### src/rtl/jpg_pkg.sv
package jpg_pkg;

   localparam int LANES        = 4;
   localparam int BYTE_W       = 8;
   localparam int CORE_ENTRIES = 27;
   localparam int ENTRY_W      = $clog2(CORE_ENTRIES);
   localparam int LAST_ENTRY   = CORE_ENTRIES - 1;
   localparam int SINGLE_COLS  = 24;

   typedef logic [LANES-1:0][BYTE_W-1:0] column_t;
   typedef logic [LANES-1:0]             flags_t;

   typedef enum logic [3:0] {
      PH_IDLE,
      PH_START,
      PH_PREAMBLE,
      PH_DISP,
      PH_CORE,
      PH_CHECK,
      PH_TERM,
      PH_ALIGN,
      PH_SKIP
   } phase_t;

   localparam logic [BYTE_W-1:0] B_IDLE  = 8'h07;
   localparam logic [BYTE_W-1:0] B_START = 8'hFB;
   localparam logic [BYTE_W-1:0] B_TERM  = 8'hFD;
   localparam logic [BYTE_W-1:0] B_KCHR  = 8'hBC;
   localparam logic [BYTE_W-1:0] B_ALIGN = 8'h7C;
   localparam logic [BYTE_W-1:0] B_SKIP  = 8'h1C;
   localparam logic [BYTE_W-1:0] B_PRE   = 8'h55;
   localparam logic [BYTE_W-1:0] B_SFD   = 8'hD5;

   localparam column_t DISP_LONG  = {8'h55, 8'h00, 8'h07, 8'h07};
   localparam column_t DISP_SHORT = {8'h55, 8'h55, 8'h07, 8'h07};
   localparam column_t CHK_LONG   = {8'hDD, 8'h09, 8'hAE, 8'h5B};
   localparam column_t CHK_SHORT  = {8'hCC, 8'h08, 8'h09, 8'hCA};

   // Column value of one core table entry (lanes 3..0).
   function automatic column_t core_column(input logic [ENTRY_W-1:0] entry);
      int unsigned e;
      column_t     c;
      e = 32'(entry);
      if (e == 0)
         c = {8'h7E, 8'hB5, 8'h7E, 8'hB5};
      else if (e <= 8)
         c = e[0] ? {8'h7E, 8'hEB, 8'h7E, 8'hEB} : {8'h7E, 8'hF4, 8'h7E, 8'hF4};
      else if (e == 9)
         c = {8'h7E, 8'h7E, 8'h7E, 8'h7E};
      else if (e <= 16)
         c = e[0] ? {8'hEB, 8'h7E, 8'hEB, 8'h7E} : {8'hF4, 8'h7E, 8'hF4, 8'h7E};
      else if (e == 17)
         c = {8'hAB, 8'h7E, 8'hAB, 8'h7E};
      else if (e == 18)
         c = {8'hB5, 8'h7E, 8'hB5, 8'h7E};
      else if (e <= 25)
         c = e[0] ? {8'hEB, 8'hF4, 8'hEB, 8'hF4} : {8'hF4, 8'hEB, 8'hF4, 8'hEB};
      else
         c = {8'hF4, 8'hAB, 8'hF4, 8'hAB};
      return c;
   endfunction

   // Number of columns for which one core entry is held.
   function automatic int unsigned core_reps(input logic [ENTRY_W-1:0] entry,
                                             input int unsigned edge_run,
                                             input int unsigned mid_run);
      int unsigned e;
      e = 32'(entry);
      if (e == 0 || e == 18)
         return edge_run;
      else if (e == 9)
         return mid_run;
      else
         return 1;
   endfunction

endpackage

### src/rtl/jpg_rep_counter.sv
module jpg_rep_counter #(
   parameter int CNT_W = 7
) (
   input  logic             clk,
   input  logic             rst,
   input  logic             load,
   input  logic [CNT_W-1:0] load_val,
   input  logic             dec,
   output logic             zero
);

   logic [CNT_W-1:0] cnt_q;

   always_ff @(posedge clk) begin
      if (rst)
         cnt_q <= '0;
      else if (load)
         cnt_q <= load_val;
      else if (dec && cnt_q != '0)
         cnt_q <= cnt_q - 1'b1;
   end

   assign zero = (cnt_q == '0);

endmodule

### src/rtl/jpg_sequencer.sv
module jpg_sequencer
   import jpg_pkg::*;
#(
   parameter int REP_EDGE    = 40,
   parameter int REP_MID     = 84,
   parameter int LONG_PASSES = 2,
   parameter int CNT_W       = 7,
   parameter int IDX_W       = 9
) (
   input  logic               clk,
   input  logic               rst,
   input  logic               ready,
   input  logic               long_mode,
   input  logic               run_done,
   output logic               cnt_load,
   output logic [CNT_W-1:0]   cnt_val,
   output logic               cnt_dec,
   output phase_t             phase,
   output logic [ENTRY_W-1:0] entry,
   output logic               long_sel,
   output logic [IDX_W-1:0]   col_idx
);

   localparam int PASS_W = (LONG_PASSES > 1) ? $clog2(LONG_PASSES) : 1;
   localparam logic [PASS_W-1:0]  PASS_LAST = PASS_W'(LONG_PASSES - 1);
   localparam logic [ENTRY_W-1:0] ENTRY_END = ENTRY_W'(LAST_ENTRY);

   phase_t             phase_q, phase_d;
   logic [ENTRY_W-1:0] entry_q, entry_d;
   logic [PASS_W-1:0]  pass_q, pass_d;
   logic               long_q, long_d;
   logic [IDX_W-1:0]   idx_q, idx_d;

   always_comb begin
      phase_d  = phase_q;
      entry_d  = entry_q;
      pass_d   = pass_q;
      long_d   = long_q;
      idx_d    = idx_q;
      cnt_load = 1'b0;
      cnt_dec  = 1'b0;
      if (ready) begin
         idx_d = idx_q + 1'b1;
         unique case (phase_q)
            PH_IDLE:     phase_d = PH_ALIGN;
            PH_START:    phase_d = PH_PREAMBLE;
            PH_PREAMBLE: phase_d = PH_DISP;
            PH_DISP: begin
               phase_d  = PH_CORE;
               entry_d  = '0;
               pass_d   = '0;
               cnt_load = 1'b1;
            end
            PH_CORE: begin
               if (!run_done) begin
                  cnt_dec = 1'b1;
               end else if (entry_q == ENTRY_END) begin
                  if (long_q && pass_q != PASS_LAST) begin
                     entry_d  = '0;
                     pass_d   = pass_q + 1'b1;
                     cnt_load = 1'b1;
                  end else begin
                     phase_d = PH_CHECK;
                  end
               end else begin
                  entry_d  = entry_q + 1'b1;
                  cnt_load = 1'b1;
               end
            end
            PH_CHECK:    phase_d = PH_TERM;
            PH_TERM:     phase_d = PH_ALIGN;
            PH_ALIGN:    phase_d = PH_SKIP;
            PH_SKIP: begin
               phase_d = PH_START;
               long_d  = long_mode;
               idx_d   = '0;
            end
            default:     phase_d = PH_IDLE;
         endcase
      end
   end

   assign cnt_val = CNT_W'(core_reps(entry_d, REP_EDGE, REP_MID) - 1);

   always_ff @(posedge clk) begin
      if (rst) begin
         phase_q <= PH_IDLE;
         entry_q <= '0;
         pass_q  <= '0;
         long_q  <= 1'b0;
         idx_q   <= '0;
      end else begin
         phase_q <= phase_d;
         entry_q <= entry_d;
         pass_q  <= pass_d;
         long_q  <= long_d;
         idx_q   <= idx_d;
      end
   end

   assign phase    = phase_q;
   assign entry    = entry_q;
   assign long_sel = long_q;
   assign col_idx  = idx_q;

endmodule

### src/rtl/jpg_column_mux.sv
module jpg_column_mux
   import jpg_pkg::*;
(
   input  phase_t             phase,
   input  logic [ENTRY_W-1:0] entry,
   input  logic               long_sel,
   output column_t            col,
   output flags_t             flags
);

   always_comb begin
      col   = '0;
      flags = '0;
      unique case (phase)
         PH_IDLE: begin
            col   = {LANES{B_IDLE}};
            flags = '1;
         end
         PH_START: begin
            col   = {B_PRE, B_PRE, B_PRE, B_START};
            flags = 4'b0001;
         end
         PH_PREAMBLE: col = {B_SFD, B_PRE, B_PRE, B_PRE};
         PH_DISP:     col = long_sel ? DISP_LONG : DISP_SHORT;
         PH_CORE:     col = core_column(entry);
         PH_CHECK:    col = long_sel ? CHK_LONG : CHK_SHORT;
         PH_TERM: begin
            col   = {B_KCHR, B_KCHR, B_KCHR, B_TERM};
            flags = '1;
         end
         PH_ALIGN: begin
            col   = {LANES{B_ALIGN}};
            flags = '1;
         end
         PH_SKIP: begin
            col   = {LANES{B_SKIP}};
            flags = '1;
         end
         default: begin
            col   = {LANES{B_IDLE}};
            flags = '1;
         end
      endcase
   end

endmodule

### src/rtl/jpg_pattern_gen.sv
module jpg_pattern_gen
   import jpg_pkg::*;
#(
   parameter  int REP_EDGE    = 40,
   parameter  int REP_MID     = 84,
   parameter  int LONG_PASSES = 2,
   localparam int CORE_COLS   = 2 * REP_EDGE + REP_MID + SINGLE_COLS,
   localparam int PKT_MAX     = 3 + LONG_PASSES * CORE_COLS + 4,
   localparam int IDX_W       = $clog2(PKT_MAX)
) (
   input  logic                    clk,
   input  logic                    rst,
   input  logic                    ready,
   input  logic                    long_mode,
   output logic [LANES*BYTE_W-1:0] tx_data,
   output logic [LANES-1:0]        tx_ctrl,
   output logic                    pkt_start,
   output logic [IDX_W-1:0]        col_idx
);

   localparam int REP_MAX = (REP_EDGE > REP_MID) ? REP_EDGE : REP_MID;
   localparam int CNT_W   = $clog2(REP_MAX + 1);

   generate
      if (REP_EDGE < 1 || REP_MID < 1) begin : g_bad_runs
         $error("jpg_pattern_gen: run lengths must be at least one column");
      end
      if (LONG_PASSES < 2) begin : g_bad_passes
         $error("jpg_pattern_gen: long variant needs at least two core passes");
      end
   endgenerate

   logic               cnt_load, cnt_dec, run_done, long_sel;
   logic [CNT_W-1:0]   cnt_val;
   phase_t             phase;
   logic [ENTRY_W-1:0] entry;
   column_t            col;
   flags_t             flags;

   jpg_sequencer #(
      .REP_EDGE    (REP_EDGE),
      .REP_MID     (REP_MID),
      .LONG_PASSES (LONG_PASSES),
      .CNT_W       (CNT_W),
      .IDX_W       (IDX_W)
   ) u_seq (
      .clk       (clk),
      .rst       (rst),
      .ready     (ready),
      .long_mode (long_mode),
      .run_done  (run_done),
      .cnt_load  (cnt_load),
      .cnt_val   (cnt_val),
      .cnt_dec   (cnt_dec),
      .phase     (phase),
      .entry     (entry),
      .long_sel  (long_sel),
      .col_idx   (col_idx)
   );

   jpg_rep_counter #(
      .CNT_W (CNT_W)
   ) u_cnt (
      .clk      (clk),
      .rst      (rst),
      .load     (cnt_load),
      .load_val (cnt_val),
      .dec      (cnt_dec),
      .zero     (run_done)
   );

   jpg_column_mux u_mux (
      .phase    (phase),
      .entry    (entry),
      .long_sel (long_sel),
      .col      (col),
      .flags    (flags)
   );

   for (genvar g = 0; g < LANES; g++) begin : g_lane
      assign tx_data[g*BYTE_W +: BYTE_W] = col[g];
      assign tx_ctrl[g]                  = flags[g];
   end

   assign pkt_start = (phase == PH_START);

endmodule

### config.mk
export PLATFORM = sky130hd
export DESIGN_NAME = jpg_pattern_gen
export DESIGN_NICKNAME = d
export VERILOG_FILES = /design/src/rtl/jpg_pkg.sv /design/src/rtl/jpg_rep_counter.sv /design/src/rtl/jpg_sequencer.sv /design/src/rtl/jpg_column_mux.sv /design/src/rtl/jpg_pattern_gen.sv
export SDC_FILE = /design/constraint.sdc
export NUM_CORES = 1
export LEC_CHECK = 0
export ABC_CLOCK_PERIOD_IN_PS = 5000
export BUFFER_PORTS_ARGS = -buffer_cell sky130_fd_sc_hd__buf_2
export CORE_MARGIN = 2
export CORE_UTILIZATION = 45
export CTS_CLUSTER_SIZE = 12
export DETAILED_ROUTE_END_ITERATION = 7
export PLACE_DENSITY = 0.79
export SLEW_MARGIN = 15
export SYNTH_ARGS = -nofsm -noshare
export SYNTH_HDL_FRONTEND = slang
export SYNTH_SLANG_ARGS = --single-unit
### constraint.sdc
create_clock -name clk -period 5 [get_ports clk]
set_input_delay 1 -clock clk [delete_from_list [all_inputs] [get_ports clk]]
set_output_delay 1 -clock clk [all_outputs]
set_load 0.01 [all_outputs]
## Word-level counts from Yosys, hierarchy flattened

Index checks and enable logic that the tools add are counted.

| word-level totals | value |
|---|---|
| flip-flop bits (word level) | 27 |
| bits in latches | 0 |
| bits in writable memories | 0 |
| ROM bits | 0 |
| input bits | 4 |
| output and inout bits | 46 |
| logic and storage cells | 88 |
| memories kept | 0 |

| operators by class | value |
|---|---|
| add/sub/neg operators | 5 |
| multiply operators | 0 |
| div/mod/pow operators | 0 |
| $lt $le $gt $ge | 3 |
| equal/unequal tests | 18 |
| shifts and indexed selects | 0 |
| muxes and demuxes | 40 |
| bitwise logic cells | 1 |
| reduce and logical (&&, ||, !) cells | 15 |

Operators with widths:

| operator | number |
|---|---|
| one-hot mux 32 bit (8 select lines) | 1 |
| 2-to-1 mux 32 bit | 7 |
| 2-to-1 mux 29 bit | 3 |
| one-hot mux 4 bit (8 select lines) | 1 |
| 2-to-1 mux 7 bit | 4 |
| 2-to-1 mux 23 bit | 1 |
| 2-to-1 mux 21 bit | 1 |
| == test 5 bit, second input constant | 4 |
| 2-to-1 mux 5 bit | 4 |
| == test 4 x 3 -> 1 bit, second input constant | 4 |
| subtractor 7 x 1 -> 7 bit, second input constant | 2 |
| 2-to-1 mux 4 bit | 3 |
| == test 5 x 4 -> 1 bit, second input constant | 2 |
| less-or-equal comparator 5 bit, second input constant | 2 |
| zero test 5 bit | 2 |
| 2-to-1 mux 1 bit | 10 |
| one-hot mux 5 bit (2 select lines) | 1 |
| adder 9 x 1 -> 9 bit, second input constant | 1 |
| 2-to-1 mux 9 bit | 1 |
| == test 4 x 2 -> 1 bit, second input constant | 2 |
| != test 2 bit, second input constant | 4 |
| one-hot mux 4 bit (2 select lines) | 1 |
| zero test 7 bit | 1 |
| nonzero test 7 bit | 1 |
| other kinds (16) | 19 |

## Logic depth before layout (Yosys ltp)

| logic depth | value |
|---|---|
| depth after elaboration | 12 |
| gate-level depth with buffers | 17 |
| gate-level depth less buffers | 16 |

## Cells and area by module

Synthesis repeated with hierarchy kept, for this count alone.

| unflattened totals | value |
|---|---|
| cells, all modules | 351 |
| area, all modules | 2618.8 sq um |

By module, submodules not included:

| module | times used | cells each | area each (sq um) | seq. area each (sq um) |
|---|---|---|---|---|
| jpg_sequencer | 1 | 147 | 1281.2 | 400.4 |
| jpg_column_mux | 1 | 155 | 903.4 | 0.0 |
| jpg_rep_counter | 1 | 48 | 419.2 | 140.1 |
| jpg_pattern_gen | 1 | 1 | 15.0 | 0.0 |

## Worst setup path before layout

OpenSTA, ideal clock, no wires.

| timing | value |
|---|---|
| path type | input to register |
| start point | input ready |
| end point | register u_cnt.cnt_q[6] |
| setup time | 0.122 ns |
| arrival time | 3.658 ns |
| required time | 4.878 ns |
| setup slack | 1.220 ns |
| stages | 14 |
| path buffers | 0 |
| cell sequence | or3b_1 -> a211o_1 -> nand2_1 -> a22oi_1 -> nor4_1 -> a31o_2 -> o2bb2ai_1 -> ha_1 -> inv_1 -> or4_1 -> nor3_1 -> xnor2_1 -> a21oi_1 -> o31a_2 |

| on the way | value |
|---|---|
| longest elaborated chain between the ends | 6 |
| elaborated cells on any way between the ends | 13 |
| classes of those cells | 1 x add/sub; 2 x eq/ne; 6 x mux; 4 x reduce/logical |

RTL lines:

| item | line | text |
|---|---|---|
| start: declaration | jpg_pattern_gen.sv:13 | `input logic ready,` |
| 2-to-1 mux 5 bit | jpg_sequencer.sv:42 | `if (ready) begin` |
| == test 5 x 4 -> 1 bit, or another cell as far along | jpg_pkg.sv:71 | `else if (e == 9)` |
| 2-to-1 mux 7 bit or logical OR 1 bit (tied branches) | jpg_pkg.sv:71, jpg_pkg.sv:69 |  |
| 2-to-1 mux 7 bit | jpg_pkg.sv:69 | `if (e == 0 \|\| e == 18)` |
| subtractor 7 x 1 -> 7 bit | jpg_sequencer.sv:83 | `assign cnt_val = CNT_W'(core_reps(entry_d, REP_EDGE, REP_MID) - 1);` |
| 2-to-1 mux 7 bit | jpg_rep_counter.sv:17 | `else if (load)` |
| end signal: assignment | jpg_rep_counter.sv:18 | `cnt_q <= load_val;` |
| end signal: assignment | jpg_rep_counter.sv:20 | `cnt_q <= cnt_q - 1'b1;` |
| end: declaration | jpg_rep_counter.sv:12 | `logic [CNT_W-1:0] cnt_q;` |

Parallel ways exist; a longest one is shown, timed or not.
A chain may end at the register's enable or synchronous reset.

## Final worst setup path

| timing | value |
|---|---|
| start point | register u_seq.entry_q[0], in the netlist u_seq.entry[0] |
| end point | register u_cnt.cnt_q[6] |

| on the way | value |
|---|---|
| longest elaborated chain between the ends | 10 |
| elaborated cells on any way between the ends | 20 |
| classes of those cells | 2 x add/sub; 3 x eq/ne; 12 x mux; 3 x reduce/logical |

RTL lines:

| item | line | text |
|---|---|---|
| start: declaration | jpg_sequencer.sv:29 | `logic [ENTRY_W-1:0] entry_q, entry_d;` |
| start signal: assignment | jpg_sequencer.sv:94 | `entry_q <= entry_d;` |
| adder 5 x 1 -> 5 bit, or another cell as far along | jpg_sequencer.sv:66 | `entry_d = entry_q + 1'b1;` |
| 2-to-1 mux 5 bit | jpg_sequencer.sv:57 | `end else if (entry_q == ENTRY_END) begin` |
| 2-to-1 mux 5 bit | jpg_sequencer.sv:55 | `if (!run_done) begin` |
| one-hot mux 5 bit (2 select lines) | jpg_sequencer.sv:44 | `unique case (phase_q)` |
| 2-to-1 mux 5 bit | jpg_sequencer.sv:42 |  |
| == test 5 x 4 -> 1 bit, or another cell as far along | jpg_pkg.sv:71 |  |
| 2-to-1 mux 7 bit or logical OR 1 bit (tied branches) | jpg_pkg.sv:71, jpg_pkg.sv:69 |  |
| 2-to-1 mux 7 bit | jpg_pkg.sv:69 |  |
| subtractor 7 x 1 -> 7 bit | jpg_sequencer.sv:83 |  |
| 2-to-1 mux 7 bit | jpg_rep_counter.sv:17 |  |

Parallel ways exist; a longest one is shown, timed or not.

==> impl_metrics.yaml <==
placement:
  place.gp.congestion: 0.910
  portBuffers: 49
  hpwlAfterDp_mm: 4.42
  pre_cts_ws_ns: 0.699
  post-place-cells: 420
clock_tree:
  cts_tree: "yes"
  insertion_delay_ns: 0.28
  htreeDepth: 1
  hold_buffers: 0
  clock-sinks: 27
  cts_buffer_depth: 2
  post_cts_resize_count: 0
  root_buffer: "clkbuf_8"
  clk_pin_slew_ns: 0.10
  cts_inserted_buffers: 3
  postCtsSetupBuffers: 0
flow_run:
  drv_cap: 0
timing:
  final-setup-viol-count: 0
  worst_pin_slew_ns: 0.857
  hold_violations: 0
  period_share: 0.828
  rsz0062_at_grt: "false"
  postLayoutSetupSlackWorst_ns: 0.859
  fin_crit_ns: 4.14
  fin_worst_skew_ns: 0.00243
  slew_headroom: 0.428
  finalMaxSlewViolations: 0
  tns_ns: 0
  max_freq_mhz: 241
yosys:
  ys_warn_count: 0
  synth_area_per_cell_sq_um: 7.27
  synth_top_area_cell: "dfxtp_1"
  yosysMostFrequentCell: "nor2_1"
  yosysTopAreaCellShare: 0.232
  synth_fp_nets: 331
  yosysUniqueCellTypes: 68
  ys.flop_type: "dfxtp_1"
  synthTopCellsByArea: "dfxtp_1 (23%), a21oi_1 (6.0%), nor2_1 (5.6%)"
  netlist_area_sq_mm: 0.00233
  syn-instance-count: 321
  synth_edf_count: 0
  ys_ff_latch: 27
  ys_seq_area_frac: 0.232
  synthArstFlopShare: 0
  synthTopCellsByCount: "nor2_1 (35), nand2_1 (29), a21oi_1 (28)"
global_routing:
  grt_use_total: 0.206
  grt_max_degree: 32
  grt_overflow: 0
  grt_pass1_vias: 2187
  antenna_found_initial: 0
  grt_pass1_wl_mm: 10.3
outcome:
  outcome: "finished, final reports clean"
setup_path:
  path_class: "reg2reg"
  cp.required_ns: 5.18
  cp.arrival_ns: 4.32
  critPathMaxFanout: 15
  worstRegToRegCells: 16
  crit_start: "u_seq.entry[0]$_SDFF_PP0_"
  r2r_start: "u_seq.entry[0]$_SDFF_PP0_"
  critPathLaunchType: "flop"
  reg2reg_to: "u_cnt.cnt_q[6]$_SDFFE_PP0P_"
  end_kind: "flop"
  rrSetupSlack_ns: 0.86
power_and_ir_drop:
  power_mw: 0.662
  power.density_mw_per_mm2: 251
  p_leak_nw: 1.09
  irDropWorstVdd_uv: 162
min_path:
  whs_path_depth: 2
  holdCritPathClass: "reg2reg"
  holdPathEnd: "u_seq.pass_q$_SDFFE_PP0P_"
  hp-start: "u_seq.pass_q$_SDFFE_PP0P_"
route:
  vias: 2467
  drtPass1Iterations: 4
  via_per_inst: 5.82
  drc_errors: 0
  drtIter0Drc: 142
  post_drt_wl_per_cell_um: 14.4
  routed_wl_mm: 6.10
  drtAntennaViolNets: 0
floorplanning:
  initial_core_util: 0.463
  rows: 26
  ios: 50
  die_h_um: 76.0
  core_area_sq_mm: 0.00504
  die-area_sq_mm: 0.00578
  die_w_um: 76.0
finish:
  syn_to_final_growth_pct: 12.8
  final_cells: 424
  n_antenna_cell: 0
  nNetsFinal: 365
  fillers: 501
  layout-drive-gt1-share: 0.220
state kept, by name, summed over array words and instances, names as in the netlist:
name and flops:
u_seq.pass_q 1, u_seq.long_sel 1, u_seq.col_idx 9, u_seq.phase 4, u_cnt.cnt_q 7, u_seq.entry 5
metal layers:
metal  global-route usage  share of wire
met5                    0              0
met2                0.346           0.45
met4               0.0618          0.017
met1                0.278           0.47
met3               0.0249          0.061
worst max-delay path by stage:
| stage | endpoint | slack [ns] | cells past startpoint |
|---|---|---|---|
| global placement | u_cnt.cnt_q[6]$_SDFFE_PP0P_ | 0.79 | 15 |
| finish | u_cnt.cnt_q[6]$_SDFFE_PP0P_ | 0.86 | 16 |
| global route | u_cnt.cnt_q[6]$_SDFFE_PP0P_ | 0.61 | 16 |
| detailed placement | u_cnt.cnt_q[6]$_SDFFE_PP0P_ | 0.70 | 15 |
| floorplan | u_cnt.cnt_q[6]$_SDFFE_PP0P_ | 1.22 | 14 |
| CTS | u_cnt.cnt_q[6]$_SDFFE_PP0P_ | 0.92 | 16 |
cell type report:
class | instances | area (sq um) | area share
clock buffers | 3 | 41.3 | 0.0157
clock inverters | 1 | 7.51 | 0.00285
inverters | 11 | 41.3 | 0.0157
multi-input cells | 261 | 1660 | 0.629
flip-flops and latches | 27 | 541 | 0.205
well taps | 70 | 87.6 | 0.0333
repair buffers | 51 | 260 | 0.0988
logic make-up (layout without fill, tap and decap cells):
| logic type | after synthesis | after routing | share of synthesized area |
|---|---|---|---|
| xor gates and xnor gates | 17 | 17 | 0.0638 |
| muxes | 3 | 3 | 0.0129 |
| buffers and inverters | 33 | 66 | 0.0595 |
| AOI/OAI and AO/OA | 101 | 101 | 0.295 |
| and+or+nand+nor | 134 | 134 | 0.305 |
| adders and majority gates | 6 | 6 | 0.0322 |
| DFF | 27 | 27 | 0.232 |
stage by stage:
step | area (sq um) | hold WS, ns | util
2_1_floorplan | 2330 | 0.494 | -
3_3_place_gp | 2580 | 0.502 | 0.513
3_5_place_dp | 2580 | 0.518 | 0.513
4_1_cts | 2630 | 0.534 | 0.522
5_1_grt | 2630 | 0.581 | 0.522
6_report | 2630 | 0.536 | 0.522
power breakdown:
group	leakage, nW	switching (mW)	internal, mW	total [mW]
Clock	0.0217	0.0754	0.0568	0.132
Combinational	0.853	0.161	0.115	0.276
Sequential	0.219	0.0259	0.228	0.254
Total	1.09	0.263	0.399	0.662
critical path, cell delays in order, from the launching register on:
cell       delay, ns
dfxtp_1         0.66
inv_1           0.17
ha_1            0.30
nand4b_1        0.25
o211a_1         0.24
o21a_1          0.34
a21boi_2        0.14
nor4_1          0.31
a31o_2          0.16
o2bb2ai_1       0.11
ha_1            0.22
inv_1           0.07
or4_1           0.51
nor3_1          0.20
xnor2_1         0.14
a21oi_1         0.09
o31a_2          0.13
placed cells by master, fill, tap and decap left out, drive strengths merged, types with 4 or more instances in the layout:
cell type   n
nand4       6
a21boi      5
nand3       5
xnor2       8
or3         4
ha          6
o211ai      4
a211oi      4
and2        5
nand2b      9
nor4        4
xor2        9
and3        6
dfxtp      27
nor3       11
buf        51
nor2       35
o21ai      25
a21oi      29
inv        11
nand2      29
Power figures use the tool's default switching activity.
